$ cat src/rtl/segx_pkg.sv
package segx_pkg;

    typedef enum logic [1:0] {
        ACC_READ  = 2'b00,
        ACC_WRITE = 2'b01,
        ACC_FETCH = 2'b10,
        ACC_RSVD  = 2'b11
    } acc_e;

    typedef enum logic [1:0] {
        CAUSE_NONE   = 2'b00,
        CAUSE_LIMIT  = 2'b01,
        CAUSE_RIGHTS = 2'b10,
        CAUSE_PRIV   = 2'b11
    } cause_e;

    typedef enum logic [1:0] {
        ST_IDLE  = 2'b00,
        ST_GRANT = 2'b01,
        ST_DENY  = 2'b10
    } state_e;

endpackage

$ cat src/rtl/seg_cache.sv
module seg_cache #(
    parameter int AW   = 32,
    parameter int PLW  = 2,
    parameter int NSEG = 6,
    parameter int IW   = 3
) (
    input  logic           clk,
    input  logic           rst_n,
    input  logic           wr_en,
    input  logic [IW-1:0]  wr_idx,
    input  logic [AW-1:0]  wr_base,
    input  logic [AW-1:0]  wr_limit,
    input  logic [PLW-1:0] wr_dpl,
    input  logic           wr_code,
    input  logic           wr_rw,
    input  logic [IW-1:0]  rd_idx,
    output logic           rd_hit,
    output logic [AW-1:0]  rd_base,
    output logic [AW-1:0]  rd_limit,
    output logic [PLW-1:0] rd_dpl,
    output logic           rd_code,
    output logic           rd_rw
);

    logic [AW-1:0]  base_q  [NSEG];
    logic [AW-1:0]  limit_q [NSEG];
    logic [PLW-1:0] dpl_q   [NSEG];
    logic           code_q  [NSEG];
    logic           rw_q    [NSEG];

    for (genvar g = 0; g < NSEG; g++) begin : g_entry
        always_ff @(posedge clk) begin
            if (!rst_n) begin
                base_q[g]  <= '0;
                limit_q[g] <= '0;
                dpl_q[g]   <= '0;
                code_q[g]  <= 1'b0;
                rw_q[g]    <= 1'b0;
            end else if (wr_en && (wr_idx == IW'(g))) begin
                base_q[g]  <= wr_base;
                limit_q[g] <= wr_limit;
                dpl_q[g]   <= wr_dpl;
                code_q[g]  <= wr_code;
                rw_q[g]    <= wr_rw;
            end
        end
    end

    always_comb begin
        rd_hit   = 1'b0;
        rd_base  = '0;
        rd_limit = '0;
        rd_dpl   = '0;
        rd_code  = 1'b0;
        rd_rw    = 1'b0;
        for (int i = 0; i < NSEG; i++) begin
            if (rd_idx == IW'(i)) begin
                rd_hit   = 1'b1;
                rd_base  = base_q[i];
                rd_limit = limit_q[i];
                rd_dpl   = dpl_q[i];
                rd_code  = code_q[i];
                rd_rw    = rw_q[i];
            end
        end
    end

endmodule

$ cat src/rtl/seg_check.sv
module seg_check
    import segx_pkg::*;
#(
    parameter int AW  = 32,
    parameter int PLW = 2
) (
    input  logic           hit,
    input  logic [PLW-1:0] cpl,
    input  logic [PLW-1:0] dpl,
    input  logic           code,
    input  logic           rw,
    input  logic [1:0]     acc,
    input  logic [AW-1:0]  off,
    input  logic [AW-1:0]  limit,
    output cause_e         cause
);

    logic rights_bad;

    always_comb begin
        unique case (acc_e'(acc))
            ACC_READ:  rights_bad = code && !rw;
            ACC_WRITE: rights_bad = code || !rw;
            ACC_FETCH: rights_bad = !code;
            default:   rights_bad = 1'b1;
        endcase
    end

    always_comb begin
        if (!hit) begin
            cause = CAUSE_RIGHTS;
        end else if (cpl > dpl) begin
            cause = CAUSE_PRIV;
        end else if (rights_bad) begin
            cause = CAUSE_RIGHTS;
        end else if (off > limit) begin
            cause = CAUSE_LIMIT;
        end else begin
            cause = CAUSE_NONE;
        end
    end

endmodule

$ cat src/rtl/seg_reloc.sv
module seg_reloc #(
    parameter int AW = 32
) (
    input  logic [AW-1:0] base,
    input  logic [AW-1:0] off,
    output logic [AW-1:0] linear
);

    assign linear = base + off;

endmodule

$ cat src/rtl/seg_xlate_unit.sv
module seg_xlate_unit
    import segx_pkg::*;
#(
    parameter int ADDR_W   = 32,
    parameter int PL_W     = 2,
    parameter int NUM_SEGS = 6,
    parameter int IDX_W    = 3
) (
    input  logic              clk,
    input  logic              rst_n,
    input  logic              ld_en,
    input  logic [IDX_W-1:0]  ld_idx,
    input  logic [ADDR_W-1:0] ld_base,
    input  logic [ADDR_W-1:0] ld_limit,
    input  logic [PL_W-1:0]   ld_dpl,
    input  logic              ld_code,
    input  logic              ld_rw,
    input  logic              req_valid,
    input  logic [IDX_W-1:0]  req_idx,
    input  logic [ADDR_W-1:0] req_off,
    input  logic [1:0]        req_acc,
    input  logic [PL_W-1:0]   req_cpl,
    output logic              res_valid,
    output logic              res_fault,
    output logic [1:0]        res_cause,
    output logic [ADDR_W-1:0] res_linear
);

    logic              e_hit;
    logic [ADDR_W-1:0] e_base;
    logic [ADDR_W-1:0] e_limit;
    logic [PL_W-1:0]   e_dpl;
    logic              e_code;
    logic              e_rw;
    cause_e            chk_cause;
    logic [ADDR_W-1:0] sum;

    state_e            state_q, state_d;
    cause_e            cause_q;
    logic [ADDR_W-1:0] linear_q;

    seg_cache #(
        .AW(ADDR_W), .PLW(PL_W), .NSEG(NUM_SEGS), .IW(IDX_W)
    ) u_cache (
        .clk(clk), .rst_n(rst_n),
        .wr_en(ld_en), .wr_idx(ld_idx), .wr_base(ld_base), .wr_limit(ld_limit),
        .wr_dpl(ld_dpl), .wr_code(ld_code), .wr_rw(ld_rw),
        .rd_idx(req_idx), .rd_hit(e_hit), .rd_base(e_base), .rd_limit(e_limit),
        .rd_dpl(e_dpl), .rd_code(e_code), .rd_rw(e_rw)
    );

    seg_check #(.AW(ADDR_W), .PLW(PL_W)) u_check (
        .hit(e_hit), .cpl(req_cpl), .dpl(e_dpl), .code(e_code), .rw(e_rw),
        .acc(req_acc), .off(req_off), .limit(e_limit), .cause(chk_cause)
    );

    seg_reloc #(.AW(ADDR_W)) u_reloc (
        .base(e_base), .off(req_off), .linear(sum)
    );

    // next state: decided by the request alone
    always_comb begin
        state_d = ST_IDLE;
        if (req_valid) begin
            state_d = (chk_cause == CAUSE_NONE) ? ST_GRANT : ST_DENY;
        end
    end

    // state and result registers
    always_ff @(posedge clk) begin
        if (!rst_n) begin
            state_q  <= ST_IDLE;
            cause_q  <= CAUSE_NONE;
            linear_q <= '0;
        end else begin
            state_q  <= state_d;
            cause_q  <= req_valid ? chk_cause : CAUSE_NONE;
            linear_q <= (req_valid && chk_cause == CAUSE_NONE) ? sum : '0;
        end
    end

    // outputs by state
    always_comb begin
        res_valid  = 1'b0;
        res_fault  = 1'b0;
        res_cause  = CAUSE_NONE;
        res_linear = '0;
        unique case (state_q)
            ST_IDLE: begin
            end
            ST_GRANT: begin
                res_valid  = 1'b1;
                res_linear = linear_q;
            end
            ST_DENY: begin
                res_valid = 1'b1;
                res_fault = 1'b1;
                res_cause = cause_q;
            end
            default: begin
            end
        endcase
    end

endmodule

$ cat config.mk
export PLATFORM = sky130hd
export DESIGN_NAME = seg_xlate_unit
export DESIGN_NICKNAME = d
export VERILOG_FILES = /design/src/rtl/segx_pkg.sv /design/src/rtl/seg_cache.sv /design/src/rtl/seg_check.sv /design/src/rtl/seg_reloc.sv /design/src/rtl/seg_xlate_unit.sv
export SDC_FILE = /design/constraint.sdc
export NUM_CORES = 1
export LEC_CHECK = 0
export BUFFER_PORTS_ARGS = -buffer_cell sky130_fd_sc_hd__buf_2
export CAP_MARGIN = 10
export CORE_MARGIN = 4
export CORE_UTILIZATION = 30
export CTS_BUF_LIST = sky130_fd_sc_hd__clkbuf_8 sky130_fd_sc_hd__clkbuf_16
export CTS_CLUSTER_SIZE = 30
export DETAILED_ROUTE_END_ITERATION = 6
export PLACE_DENSITY = 0.46
export SLEW_MARGIN = 25
export SYNTH_ARGS = -nofsm -noshare
export SYNTH_HDL_FRONTEND = slang
export SYNTH_SLANG_ARGS = --single-unit
$ cat constraint.sdc
create_clock -name clk -period 8.6 [get_ports clk]
set_input_delay 0.86 -clock clk [delete_from_list [all_inputs] [get_ports clk]]
set_output_delay 0.86 -clock clk [all_outputs]
set_load 0.01 [all_outputs]
# Word-level counts from Yosys, hierarchy flattened
# Memory sizes are Yosys's and may differ from the RTL's.
# Index checks and enable logic that the tools add are counted.
word_totals:
  elab_cells: 168
  in_bits: 114
  memories: 5
  ramBits: 408
  register_bits: 36
  output_inout_bits: 36
classes:
  reduce_logical: 18
  n_bitwise: 30
  eq_ne: 14
  n_mux: 95
  add_sub_neg: 1
  order_cmp: 2
mem_list:
  columns: ["memory", "words", "width", "read_ports", "rd_ports_with_merged_regs", "write_ports", "line", "rtl"]
  rows:
  - ["u_cache.base_q", 6, 32, 6, 0, 6, "seg_cache.sv:25", "logic [AW-1:0] base_q [NSEG];"]
  - ["u_cache.limit_q", 6, 32, 6, 0, 6, "seg_cache.sv:26", "logic [AW-1:0] limit_q [NSEG];"]
  - ["u_cache.dpl_q", 6, 2, 6, 0, 6, "seg_cache.sv:27", "logic [PLW-1:0] dpl_q [NSEG];"]
  - ["u_cache.code_q", 6, 1, 6, 0, 6, "seg_cache.sv:28", "logic code_q [NSEG];"]
  - ["u_cache.rw_q", 6, 1, 6, 0, 6, "seg_cache.sv:29", "logic rw_q [NSEG];"]
ops:
  columns: ["op", "count"]
  rows:
  - ["2-to-1 mux 32 bit", 25]
  - ["2-to-1 mux 1 bit", 52]
  - ["2-to-1 mux 2 bit", 17]
  - ["adder 32 bit", 1]
  - ["greater-than comparator 32 bit", 1]
  - ["bitwise OR 1 bit", 30]
  - ["equality test 3 x 2 -> 1 bit, second input constant", 4]
  - ["equality test 3 bit, second input constant", 4]
  - ["logical AND 1 bit", 8]
  - ["equality test 3 x 1 -> 1 bit, second input constant", 2]
  - ["logical NOT 3 bit", 2]
  - ["equality test 2 x 1 -> 1 bit, second input constant", 2]
  - ["equality test 2 bit, second input constant", 2]
  - ["logical NOT 2 bit", 2]
  - ["AND reduction 2 bit", 2]
  - ["case mux 1 bit (3 select lines)", 1]
  - ["greater-than comparator 2 bit", 1]
  - ["logical NOT 1 bit", 2]
  - ["OR reduction 2 bit", 1]
  - ["logical OR 1 bit", 1]

# Depth between registers and ports, before layout
depth:
  word_depth: 16
  mapped_depth: 17
  depth_no_buf: 13

# Cells and area by module
# From an unflattened synthesis, not the netlist that was laid out.
unflattened:
  cells_unflattened: 1839
  hier_area_um2: 22615.4
modules_own_cells:
  columns: ["module", "cells_each", "instances", "area_per_inst_um2"]
  rows:
  - ["seg_cache", 1351, 1, 18706.7]
  - ["seg_reloc", 243, 1, 1745.4]
  - ["seg_xlate_unit", 117, 1, 1270.0]
  - ["seg_check", 128, 1, 893.4]

# Worst setup path before layout
# No wires, ideal clock.
synth_timing:
  path_type: "input-to-reg"
  startpoint: "in ld_en"
  endpoint: "mem u_cache.base_q[2][0] (netlist: u_cache.base_q[1][0]) (enable)"
  arrival_ns: 5.905
  n_path_buf: 0
  t_required_ns: 8.012
  path_slack_ns: 2.107
  stages: 3
  path_cell_list: "nor2b_1 nand2b_1 o21ai_0"
synth_rtl:
  columns: ["element", "line", "rtl"]
  rows:
  - ["from (decl)", "seg_xlate_unit.sv:11", "input logic ld_en,"]
  - ["to (decl)", "seg_cache.sv:25", null]

# Final worst setup path
layout_timing:
  startpoint: "in req_idx[1]"
  endpoint: "reg linear_q[18]"
layout_via:
  elab_chain_cells: 16
layout_lines:
  columns: ["element", "line", "rtl"]
  rows:
  - ["from (decl)", "seg_xlate_unit.sv:19", "input logic [IDX_W-1:0] req_idx,"]
  - ["branches (longest 16 deep; another with greater-than comparator 32 bit)", null, null]
  - ["to (signal assigned)", "seg_xlate_unit.sv:78", "linear_q <= (req_valid && chk_cause == CAUSE_NONE) ? sum : '0;"]
  - ["to (decl)", "seg_xlate_unit.sv:40", "logic [ADDR_W-1:0] linear_q;"]
# Several ways; the timed one is not identified.
# A chain may end at the register's enable or synchronous reset.

==> flow_summary.json <==
{
  "r2r_end": "linear_q[18]",
  "grt_antenna_before_repair": 11,
  "cts_resized": 0,
  "timing.critical_path.from": "req_idx[1]",
  "synth.distinct_cells": 58,
  "groute.usage.overall_pct": 17.1,
  "worstSetupPathType": "in2reg",
  "dominantRegCellSynth": "sky130_fd_sc_hd__edfxtp_1",
  "synth_area_um2": 21700,
  "dp_area_um2": 23600,
  "drt_first_iter_violations": 863,
  "die_y_um": 277,
  "violations": "DRC",
  "ant_nets": 0,
  "placeableCoreArea_um2": 71500,
  "post_synth_and_or_nand_nor_area_fraction_pct": 17.4,
  "clkSinkCount": 444,
  "remaining_drc_errors": 1,
  "fin_crit_ns": 5.33,
  "grt_max_degree": 69,
  "die_w_um": 277,
  "synth_warnings": 0,
  "synth_mux_area_share_pct": 9.29,
  "first_global_vias": 14192,
  "outcome": "finished with violations",
  "numCtsBuffers": 52,
  "worst-slew-pin-transition_ns": 1.05,
  "timing.max_slew.rel_slack_pct": 30.0,
  "timing.max_cap.violations": 0,
  "grt-ovfl-total": 0,
  "rsz0062_at_grt": "false",
  "layout.nets": 1982,
  "synth_nets": 1848,
  "critPathMaxFanout": 43,
  "synth-xor-area-share_pct": 0.930,
  "setup_violations": 0,
  "synth_fa_ha_area_share_pct": 3.96,
  "hold_class": "reg2reg",
  "area_delta_synth_final_pct": 16.4,
  "min_path_cells": 1,
  "cts.hold.buffers_added": 0,
  "synth_compound_gate_area_share_pct": 6.52,
  "achievable-frequency_ghz": 0.188,
  "report.final.hold_viol_count": 0,
  "total_leakage_power_nw": 9.62,
  "r2r_slack_ns": 4.43,
  "boundaryPins": 150,
  "synthesis.area_per_instance_um2": 13.0,
  "arrival_ns": 5.83,
  "wl_per_cell_um": 23.7,
  "setup_total_negative_slack_ns": 0,
  "combinational_family_with_the_most_area_after_synthesis": "simple AND/OR/NAND/NOR gates",
  "detailed_place_hpwl_mm": 41.1,
  "clkSlewWorstSetupHoldPaths_ns": 0.06,
  "share_of_the_clock_period_used_by_the_worst_path_pct": 61.9,
  "critPathCapture": "linear_q[18]",
  "finalMaxSlewViolations": 0,
  "tritoncts_clock_tree": "yes",
  "timing.critical_path.to_type": "flip-flop",
  "final_cell_count_no_fill": 2799,
  "start_util_pct": 30.3,
  "port_buffers": 149,
  "yosys_register_bits": 444,
  "finClkSkew_ns": 0.0286,
  "worst_r2r_startpoint": "u_cache.limit_q[0][15]",
  "place_congestion": 0.835,
  "wire_length_of_the_first_global_routing_pass_mm": 97.4,
  "vias_per_cell": 4.86,
  "worst_skew_pair.late_latency_ns": 0.60,
  "final_cell_area_um2": 25200,
  "fraction_of_registers_with_async_set_or_reset_after_synthesis_pct": 0,
  "clk_root_buffer_cell": "sky130_fd_sc_hd__clkbuf_16",
  "std_cell_rows": 98,
  "synth_enable_flop_cells": 406,
  "powerDensity_nw_per_um2": 209,
  "num_vias": 13593,
  "critical_path_required_ns": 9.11,
  "die_area_um2": 76500,
  "cts_setup_buffers": 0,
  "synth_cells": 1666,
  "drt-pass1-iter-count": 7,
  "dp_cells": 2696,
  "synth_sequential_area_ratio_pct": 59.8,
  "irDropWorstVdd_mv": 0.119,
  "clk_path_buf_depth": 3,
  "setup.worst_path.start_class": "input pin",
  "reg2regPathDepth": 11,
  "layout_cell_share_with_drive_strength_beyond_1_pct": 17.3,
  "cts_max_level": 2,
  "final_power_w": 0.00527,
  "n_fill_cell": 6977,
  "routed_wirelength_mm": 66.3
}
-- critical path: stages --
cell,delay [ns]
sky130_fd_sc_hd__buf_4,0.46
sky130_fd_sc_hd__buf_4,0.71
sky130_fd_sc_hd__nor2_1,0.38
sky130_fd_sc_hd__a222oi_1,0.47
sky130_fd_sc_hd__ha_1,0.32
sky130_fd_sc_hd__a21o_1,0.17
sky130_fd_sc_hd__a211oi_1,0.26
sky130_fd_sc_hd__o21ai_0,0.20
sky130_fd_sc_hd__o311a_1,0.41
sky130_fd_sc_hd__nor3_2,0.63
sky130_fd_sc_hd__nand2_2,0.57
sky130_fd_sc_hd__nor3_1,0.33
-- how the worst min path moves through the flow --
stage | from | endpoint
after floorplan | u_cache.code_q[2][0] | u_cache.code_q[2][0]
after global placement | u_cache.rw_q[2][0] | u_cache.rw_q[2][0]
after detailed placement | u_cache.rw_q[2][0] | u_cache.rw_q[2][0]
after CTS | u_cache.rw_q[2][0] | u_cache.rw_q[2][0]
after global routing | u_cache.code_q[2][0] | u_cache.code_q[2][0]
final | u_cache.rw_q[2][0] | u_cache.rw_q[2][0]
-- cell type report --
| class | instances | area [µm²] | share of cell area, % |
|---|---|---|---|
| Antenna cell | 6 | 15.0 | 0.0595 |
| Tap cell | 950 | 1190 | 4.71 |
| Inverter | 15 | 57.6 | 0.228 |
| Sequential cell | 444 | 13000 | 51.4 |
| Multi-Input combinational cell | 1115 | 8370 | 33.2 |
| Clock buffer | 58 | 1400 | 5.53 |
| Clock inverter | 39 | 244 | 0.968 |
| Timing Repair Buffer | 172 | 995 | 3.95 |
-- per-layer routing --
layer  routed length [µm]  global-route usage (%)  vias to the layer above
met5                   37                       0                        -
met4                 1820                    5.00                        8
met3                 3200                    2.94                       99
met2                30800                    27.8                      342
met1                30400                    23.5                     6801
li1                     -                       -                     6343
-- registers in the layout (all words and copies together) (netlist names) --
signal and cells:
cause_q 2, u_cache.base_q 192, linear_q 32, u_cache.limit_q 192, state_q 2, u_cache.rw_q 6, u_cache.dpl_q 12, u_cache.code_q 6
-- logic make-up (layout without fill, tap and decap cells) --
| family | Yosys count | in the layout |
|---|---|---|
| AND/OR/NAND/NOR | 662 | 662 |
| flip-flops | 444 | 444 |
| AO/OA/AOI/OAI | 222 | 222 |
| multiplexers | 140 | 140 |
| buffers and inverters | 107 | 284 |
| adder cells (fa/ha/maj) | 68 | 68 |
| XOR/XNOR | 23 | 23 |
| other | 0 | 6 |
-- synth_stat cells, types with 2 or more instances --
master	n	area, µm²
sky130_fd_sc_hd__and2_1	448	2800
sky130_fd_sc_hd__edfxtp_1	406	12200
sky130_fd_sc_hd__mux2i_1	84	841
sky130_fd_sc_hd__nor2_1	79	297
sky130_fd_sc_hd__a21oi_1	70	350
sky130_fd_sc_hd__ha_1	67	838
sky130_fd_sc_hd__nand2_1	67	251
sky130_fd_sc_hd__clkbuf_1	66	248
sky130_fd_sc_hd__o21ai_0	56	280
sky130_fd_sc_hd__mux4_2	48	1080
sky130_fd_sc_hd__dfxtp_1	38	761
sky130_fd_sc_hd__a21o_1	19	143
sky130_fd_sc_hd__xnor2_1	17	149
sky130_fd_sc_hd__inv_1	14	52.6
sky130_fd_sc_hd__nand3_1	14	70.1
sky130_fd_sc_hd__buf_1	12	45.0
sky130_fd_sc_hd__o221ai_1	11	96.3
sky130_fd_sc_hd__buf_2	10	50.1
sky130_fd_sc_hd__nor2b_1	10	62.6
sky130_fd_sc_hd__nor3_1	10	50.1
sky130_fd_sc_hd__a222oi_1	8	80.1
sky130_fd_sc_hd__mux2_2	8	90.1
sky130_fd_sc_hd__nand2b_1	8	50.1
sky130_fd_sc_hd__nand4_1	8	50.1
sky130_fd_sc_hd__o21bai_1	8	60.1
sky130_fd_sc_hd__a31oi_1	7	43.8
sky130_fd_sc_hd__o211ai_1	7	52.6
sky130_fd_sc_hd__o21a_1	7	52.6
sky130_fd_sc_hd__xor2_1	6	52.6
sky130_fd_sc_hd__o31ai_1	5	37.5
sky130_fd_sc_hd__a211oi_1	4	30.0
sky130_fd_sc_hd__and3_1	4	25.0
sky130_fd_sc_hd__nand3b_1	4	30.0
sky130_fd_sc_hd__a21boi_0	3	22.5
sky130_fd_sc_hd__buf_6	3	33.8
sky130_fd_sc_hd__nor3b_1	3	22.5
sky130_fd_sc_hd__a22o_1	2	17.5
sky130_fd_sc_hd__a311oi_1	2	17.5
sky130_fd_sc_hd__o211a_1	2	20.0
sky130_fd_sc_hd__o2bb2ai_1	2	17.5
sky130_fd_sc_hd__or2_2	2	12.5
-- layout by cell type (no fill, tap or decap), types with 7 or more instances in the layout --
cell type	synthesis	final
sky130_fd_sc_hd__a21o_1	19	19
sky130_fd_sc_hd__a21oi_1	70	70
sky130_fd_sc_hd__a222oi_1	8	8
sky130_fd_sc_hd__a31oi_1	7	7
sky130_fd_sc_hd__and2_1	448	448
sky130_fd_sc_hd__buf_2	10	147
sky130_fd_sc_hd__buf_4	1	20
sky130_fd_sc_hd__clkbuf_16	0	53
sky130_fd_sc_hd__clkinv_1	0	8
sky130_fd_sc_hd__clkinv_2	0	8
sky130_fd_sc_hd__dfxtp_1	38	38
sky130_fd_sc_hd__edfxtp_1	406	406
sky130_fd_sc_hd__ha_1	67	66
sky130_fd_sc_hd__inv_1	14	32
sky130_fd_sc_hd__mux2_2	8	8
sky130_fd_sc_hd__mux2i_1	84	84
sky130_fd_sc_hd__mux4_2	48	48
sky130_fd_sc_hd__nand2_1	67	67
sky130_fd_sc_hd__nand2b_1	8	7
sky130_fd_sc_hd__nand3_1	14	14
sky130_fd_sc_hd__nand4_1	8	8
sky130_fd_sc_hd__nor2_1	79	74
sky130_fd_sc_hd__nor2b_1	10	10
sky130_fd_sc_hd__nor3_1	10	9
sky130_fd_sc_hd__o211ai_1	7	7
sky130_fd_sc_hd__o21a_1	7	7
sky130_fd_sc_hd__o21ai_0	56	51
sky130_fd_sc_hd__o21bai_1	8	8
sky130_fd_sc_hd__o221ai_1	11	11
sky130_fd_sc_hd__xnor2_1	17	17
-- per-stage QoR --
step	utilization (%)	hold slack [ns]	setup WS [ns]
after floorplan	-	0.445	2.11
after global placement	32.9	0.465	2.77
after detailed placement	33.0	0.465	2.55
after CTS	35.2	0.483	3.18
after global routing	35.3	0.509	2.86
final	35.3	0.477	3.27
-- report_power, final --
group          switching, W  leakage, nW  internal [W]
Clock              0.000884        0.882       0.00124
Sequential        0.0000342         4.23       0.00249
Combinational      0.000382         4.50      0.000233
Total               0.00130         9.62       0.00397
No activity file was read; power rests on OpenSTA's default activity.
